$ cat config.mk
export PLATFORM = sky130hd
export DESIGN_NAME = wkup_delay_timer
export DESIGN_NICKNAME = d
export VERILOG_FILES = /design/src/rtl/wkup_pkg.sv /design/src/rtl/wkup_src_decode.sv /design/src/rtl/wkup_event_cnt.sv /design/src/rtl/wkup_delay_timer.sv
export SDC_FILE = /design/constraint.sdc
export NUM_CORES = 1
export LEC_CHECK = 0
export CORE_ASPECT_RATIO = 2
export CORE_MARGIN = 1
export CORE_UTILIZATION = 30
export DETAILED_ROUTE_END_ITERATION = 6
export SKIP_CTS_REPAIR_TIMING = 1
export SYNTH_ARGS = -nofsm -noshare
export SYNTH_HDL_FRONTEND = slang
export SYNTH_SLANG_ARGS = --single-unit
$ cat constraint.sdc
create_clock -name clk_i -period 1.8 [get_ports clk_i]
set_clock_uncertainty 0.1 [all_clocks]
set_input_delay 0.27 -clock clk_i [delete_from_list [all_inputs] [get_ports clk_i]]
set_output_delay 0.27 -clock clk_i [all_outputs]
set_load 0.02 [all_outputs]
$ cat src/rtl/wkup_pkg.sv
package wkup_pkg;
  localparam int SEL_W = 3;

  typedef enum logic [1:0] {
    CLS_XTAL = 2'd0,
    CLS_RC   = 2'd1,
    CLS_FAST = 2'd2
  } src_cls_e;

  typedef enum logic [1:0] {
    ST_IDLE = 2'd0,
    ST_CYC  = 2'd1,
    ST_TIME = 2'd2,
    ST_DONE = 2'd3
  } state_e;
endpackage

$ cat src/rtl/wkup_src_decode.sv
module wkup_src_decode
  import wkup_pkg::*;
(
  input  logic [SEL_W-1:0] sel_i,
  output src_cls_e         cls_o
);
  always_comb begin
    unique case (sel_i)
      3'd3:       cls_o = CLS_RC;
      3'd4, 3'd5: cls_o = CLS_FAST;
      default:    cls_o = CLS_XTAL; // crystal ranges and reserved codes
    endcase
  end
endmodule

$ cat src/rtl/wkup_event_cnt.sv
module wkup_event_cnt #(
  parameter int W = 4
) (
  input  logic         clk_i,
  input  logic         rst_ni,
  input  logic         clr_i,
  input  logic         inc_i,
  input  logic [W-1:0] limit_i,
  output logic [W-1:0] cnt_o,
  output logic         hit_o
);
  logic [W-1:0] cnt_q;

  always_ff @(posedge clk_i or negedge rst_ni) begin
    if (!rst_ni)    cnt_q <= '0;
    else if (clr_i) cnt_q <= '0;
    else if (inc_i) cnt_q <= cnt_q + 1'b1;
  end

  assign cnt_o = cnt_q;
  assign hit_o = inc_i && (cnt_q == limit_i);
endmodule

$ cat src/rtl/wkup_delay_timer.sv
module wkup_delay_timer
  import wkup_pkg::*;
#(
  parameter int XTAL_CYCLES = 1024,
  parameter int FAST_CYCLES = 32,
  parameter int XTAL_TICKS  = 70,
  parameter int RC_TICKS    = 230
) (
  input  logic             clk_i,
  input  logic             rst_ni,
  input  logic [SEL_W-1:0] sel_i,
  input  logic             start_i,
  input  logic             ref_tick_i,
  output logic             clk_en_o,
  output logic             ready_o
);
  localparam int CYC_MAX = (XTAL_CYCLES > FAST_CYCLES) ? XTAL_CYCLES : FAST_CYCLES;
  localparam int TCK_MAX = (XTAL_TICKS > RC_TICKS) ? XTAL_TICKS : RC_TICKS;
  localparam int CYC_W   = $clog2(CYC_MAX + 1);
  localparam int TCK_W   = $clog2(TCK_MAX + 1);

  state_e   state_q;
  src_cls_e cls_q, cls_d;
  logic     ready_q;

  logic [CYC_W-1:0] cyc_cnt, cyc_lim;
  logic [TCK_W-1:0] tck_cnt, tck_lim;
  logic             cyc_hit, tck_hit;

  wkup_src_decode u_dec (
    .sel_i (sel_i),
    .cls_o (cls_d)
  );

  assign cyc_lim = (cls_q == CLS_XTAL) ? CYC_W'(XTAL_CYCLES - 1) : CYC_W'(FAST_CYCLES - 1);
  assign tck_lim = (cls_q == CLS_XTAL) ? TCK_W'(XTAL_TICKS - 1)  : TCK_W'(RC_TICKS - 1);

  wkup_event_cnt #(.W(CYC_W)) u_cyc (
    .clk_i   (clk_i),
    .rst_ni  (rst_ni),
    .clr_i   (start_i),
    .inc_i   (state_q == ST_CYC && !start_i),
    .limit_i (cyc_lim),
    .cnt_o   (cyc_cnt),
    .hit_o   (cyc_hit)
  );

  // tick window held clear while the cycle phase runs
  wkup_event_cnt #(.W(TCK_W)) u_tck (
    .clk_i   (clk_i),
    .rst_ni  (rst_ni),
    .clr_i   (start_i || state_q == ST_CYC),
    .inc_i   (state_q == ST_TIME && ref_tick_i && !start_i),
    .limit_i (tck_lim),
    .cnt_o   (tck_cnt),
    .hit_o   (tck_hit)
  );

  always_ff @(posedge clk_i or negedge rst_ni) begin
    if (!rst_ni) begin
      state_q <= ST_IDLE;
      cls_q   <= CLS_XTAL;
      ready_q <= 1'b0;
    end else if (start_i) begin
      cls_q   <= cls_d;
      state_q <= (cls_d == CLS_RC) ? ST_TIME : ST_CYC;
      ready_q <= 1'b0;
    end else begin
      unique case (state_q)
        ST_CYC: if (cyc_hit) begin
          if (cls_q == CLS_XTAL) state_q <= ST_TIME;
          else begin
            state_q <= ST_DONE;
            ready_q <= 1'b1;
          end
        end
        ST_TIME: if (tck_hit) begin
          state_q <= ST_DONE;
          ready_q <= 1'b1;
        end
        default: ;
      endcase
    end
  end

  assign ready_o  = ready_q;
  assign clk_en_o = ready_q && !start_i;
endmodule

# Word-level counts from Yosys, hierarchy flattened
# Cells that the tools add are included.
# W data, S select, Z words.
dict set report word_totals {
  register_bits 24
  input_bits 7
  output_inout_bits 2
  elab_cells 51
}
dict set report op_classes {
  addsub 2
  eq_ne 11
  n_mux 18
  n_reduce_logical 15
}
# cell n
set ops {}
lappend ops {{$mux W8} 3}
lappend ops {{$mux W11} 2}
lappend ops {{$add A11 B1 Y11 const B} 1}
lappend ops {{$eq A11 B10 Y1} 1}
lappend ops {{$mux W10} 1}
lappend ops {{$ne A3 B3 Y1 const B} 3}
lappend ops {{$add A8 B1 Y8 const B} 1}
lappend ops {{$eq A8 B8 Y1} 1}
lappend ops {{$mux W2} 4}
lappend ops {{$pmux W2 S2} 2}
lappend ops {{$eq A3 B3 Y1 const B} 2}
lappend ops {{$logic_and A1 B1 Y1} 6}
lappend ops {{$mux W1} 5}
lappend ops {{$eq A2 B1 Y1 const B} 2}
lappend ops {{$reduce_and A4 Y1} 1}
lappend ops {{$reduce_bool A2 Y1} 2}
lappend ops {{$eq A3 B2 Y1 const B} 1}
lappend ops {{$reduce_and A3 Y1} 1}
lappend ops {{$reduce_bool A3 Y1} 1}
lappend ops {{$eq A2 B2 Y1 const B} 1}
lappend ops {{$logic_not A2 Y1} 1}
lappend ops {{$pmux W1 S2} 1}
lappend ops {{$reduce_or A2 Y1} 1}
lappend ops {{$logic_not A1 Y1} 1}
lappend ops {{$logic_or A1 B1 Y1} 1}

# Logic depth before layout (Yosys ltp)
dict set report depth {
  depth_word 7
  depth_mapped 7
  mapped_depth_nobuf 7
}

# Cells and area by module
# From an unflattened synthesis, not the netlist that was laid out.
dict set report hier_totals {
  cells_unflattened 150
  hier_area_um2 1453.9
}
# mod instances cells_per_inst area_per_inst_um2
set by_module_without_submodules {}
lappend by_module_without_submodules {{wkup_event_cnt (u_cyc)} 1 69 678.2}
lappend by_module_without_submodules {{wkup_event_cnt (u_tck)} 1 49 476.7}
lappend by_module_without_submodules {wkup_delay_timer 1 30 284.0}
lappend by_module_without_submodules {wkup_src_decode 1 2 15.0}

# Least setup slack after synthesis
# OpenSTA, ideal clock, no wires.
dict set report synth_timing {
  kind {flip-flop to flip-flop}
  start {register u_cyc.cnt_q[7], in the netlist u_cyc.cnt_o[7]}
  end {register state_q[0]}
  setup_time_ns 0.079
  t_arrival_ns 1.732
  slack_ns -0.111
  stages_incl_launch_ff 6
  n_path_buf 0
  synth_period_minus_slack_ns 1.911
  path_cell_list {dfrtp_1 or4_1 or3_1 a211o_1 nand3b_2 mux2i_1}
}
dict set report synth_via {
  elab_chain_len 4
}
# element line_no
set synth_rtl {}
lappend synth_rtl {{from (decl)} wkup_event_cnt.sv:12} ;# logic [W-1:0] cnt_q;
lappend synth_rtl {{from (signal assigned)} wkup_event_cnt.sv:17} ;# else if (inc_i) cnt_q <= cnt_q + 1'b1;
lappend synth_rtl {{$eq A11 B10 Y1} wkup_event_cnt.sv:21} ;# assign hit_o = inc_i && (cnt_q == limit_i);
lappend synth_rtl {{$logic_and A1 B1 Y1} wkup_event_cnt.sv:21}
lappend synth_rtl {{$ne A3 B3 Y1 (no line)} -}
lappend synth_rtl {{$reduce_and A3 Y1 (no line)} -}
lappend synth_rtl {{to (signal assigned)} wkup_delay_timer.sv:66} ;# state_q <= (cls_d == CLS_RC) ? ST_TIME : ST_CYC;
lappend synth_rtl {{to (decl)} wkup_delay_timer.sv:22} ;# state_e state_q;
# Every way passes these cells.
# A chain may end at the register's enable or synchronous reset.

# Final worst setup path
# Same ends and word-level chain as after synthesis.

==> flow_summary.ini <==
[pwr]
finalPower_mw = 1.07
power.density_nw_per_um2 = 713
ir_worst_vdd_mv = 0.460
p_leak_nw = 0.695

[timing]
worstMarginPinSlew_ns = 0.332
min_period_ns = 1.97
setup_violations = 3
max_freq_mhz = 508
relSlewSlack_pct = 77.8
finalSetupTns_ns = -0.324
setup_slack_ns = -0.169
finalHoldWorstSlack_ns = 0.249
report.final.slew_viol_count = 0
rsz0062_at_grt = true
fin_crit_sh_pct = 109
hold_violations = 0

[route]
m1WireLength_um = 1010
met3WireLength_um = 62
antenna_left = 0
finalWirelength_um = 2590
met2_length_um = 1430
viasPerCell = 4.83
vias = 976
detail_route.first_pass.iterations = 2
wl_per_cell_um = 12.8
dr.max_layer_used = met4
drc = 0
drtIter0Drc = 14

[setup_path]
end_kind = register
r2r_slack_ns = -0.17
cp.required_ns = 1.89
cp_max_fo = 2
cp.arrival_ns = 2.06
startpoint = u_cyc.cnt_o[7]
crit_type = register to register
rr_worst_depth = 5
crit_end = state_q[0]
critPathLaunchType = register
rr_endpoint = state_q[0]
regToRegStartpoint = u_cyc.cnt_o[7]

[logic_synthesis]
yosys-top-cells-count = dfrtp_1, nor2_1, nand2_1, nand3_1, xor2_1
synth_edf_count = 0
synth_area_leaders = dfrtp_1, xor2_1, nor2_1, nand3_1, nand2_1
ys_ff_latch = 24
yosysTopAreaCellShare_pct = 48.5
async_reset_ff_share_pct = 100
synth_area_um2 = 1240
avgSynthCellArea_um2 = 9.37
ys_seq_area_share_pct = 48.5
yosysTopAreaCell = dfrtp_1
synth_cells = 132
ys.flop_type = dfrtp_1
synth.distinct_cells = 29
synth.most_common_cell = dfrtp_1
ys_warn_count = 0
syn_nets = 142

[run_status]
violations = negative setup slack
status = complete, but fails checks

[clock_tree]
clk_path_buf_depth = 2
tritoncts = yes
cts.clk_slew.worst_paths_ns = 0.08
clk_latency_ns = 0.27
numCtsBuffers = 3
clock_sinks = 24
clock-root-buffer = clkbuf_8
cts_htree_levels = 1

[finish]
diodes = 0
layout.nets = 162
drive_gt1_share_pct = 10.6
area_growth_pct = 21.4
fill_cells = 408

[grt]
grt_max_degree = 25
grt_first_pass_wirelength_um = 4460
grt_overflow = 0
track_usage_pct = 14.3
grt_pass1_vias = 982
antenna_found_initial = 0

[die]
dieArea_um2 = 4400
die_w_um = 47.4
ios = 9
initial_core_util_pct = 31.9
core.rowCount = 32
die_h_um = 92.8
core-area_um2 = 3880

[flow_run]
cap_viol_max_count = 0

[place]
portBuffers = 8
dp_hpwl_um = 2010
gp_congestion = 0.802

[worst_hold_path]
hold_class = input pin to asynchronous set/reset pin
[logic make-up (layout without fill, tap and decap cells)]
group | count (synthesis) | after routing | share of synthesized area (%)
adder cells (fa/ha/maj) | 3 | 3 | 3.03
multiplexers | 3 | 3 | 2.43
AND/OR/NAND/NOR | 61 | 61 | 24.3
buffers and inverters | 9 | 28 | 2.73
flip-flops | 24 | 24 | 48.5
AO/OA/AOI/OAI | 18 | 18 | 9.10
XOR/XNOR | 14 | 14 | 9.91
[report_power, final]
group | switching (mW) | total, mW | leakage (nW) | internal [mW]
sequential | 0.0205 | 0.577 | 0.328 | 0.556
combinational | 0.0724 | 0.128 | 0.339 | 0.0558
clock | 0.170 | 0.366 | 0.0288 | 0.196
total | 0.263 | 1.07 | 0.695 | 0.808
[final cells by class]
class | instances | area [um2] | area share (%)
Timing Repair Buffer | 18 | 158 | 10.5
Sequential cell | 24 | 601 | 40.0
Multi-Input combinational cell | 99 | 603 | 40.1
Tap cell | 51 | 63.8 | 4.25
Inverter | 6 | 22.5 | 1.50
Clock buffer | 4 | 55.1 | 3.66
[sequential cells by signal (all words and copies together) (netlist names)]
name and cells:
cls_q 2, ready_o 1, state_q 2, u_cyc.cnt_o 11
u_tck.cnt_o 8
[metal layers]
metal  global-route usage [%]  vias up
met5                        0        -
met4                     8.10        0
met3                     2.14        8
met2                     24.2       13
met1                     15.8      464
li1                         -      491
[worst min path at each step]
stage,start,to,slack [ns],cells after the start
after floorplan,rst_ni,cls_q[0],-0.13,0
after global placement,ready_o,ready_o,0.41,1
after detailed placement,u_cyc.cnt_o[3],u_cyc.cnt_o[3],0.43,2
after CTS,rst_ni,u_tck.cnt_o[6],0.26,2
after global routing,rst_ni,u_cyc.cnt_o[8],0.28,2
final,rst_ni,u_cyc.cnt_o[8],0.25,2
[through the flow]
| step | worst slack [ns] | instance area (um2) | std cells | utilization [%] |
|---|---|---|---|---|
| final | -0.169 | 1500 | 202 | 38.7 |
| after global routing | -0.221 | 1500 | 202 | 38.7 |
| after CTS | -0.176 | 1500 | 202 | 38.6 |
| after detailed placement | -0.158 | 1450 | 198 | 37.2 |
| after global placement | -0.0987 | 1450 | 198 | 37.2 |
| after floorplan | -0.0760 | 1240 | 132 | - |
[worst max-delay path, cell delays in order, from the launching register on]
cell	delay (ns)
dfrtp_1	0.38
or4_1	0.51
or3_1	0.31
a211o_1	0.30
nand3b_2	0.09
mux2i_1	0.20
[placed cells by master (no fill, tap or decap), drive strengths merged, types with 2 or more instances in the layout]
cell / n
a21oi: 2
a22oi: 2
and3: 3
and4b: 2
buf: 10
clkbuf: 4
clkdlybuf4s50: 7
dfrtp: 24
ha: 3
inv: 6
mux2i: 3
nand2: 12
nand3: 10
nand4: 3
nor2: 22
nor3: 2
o21ai: 7
o22ai: 2
or3: 2
or4: 2
xnor2: 4
xor2: 10
No activity file was read; power rests on OpenSTA's default activity.
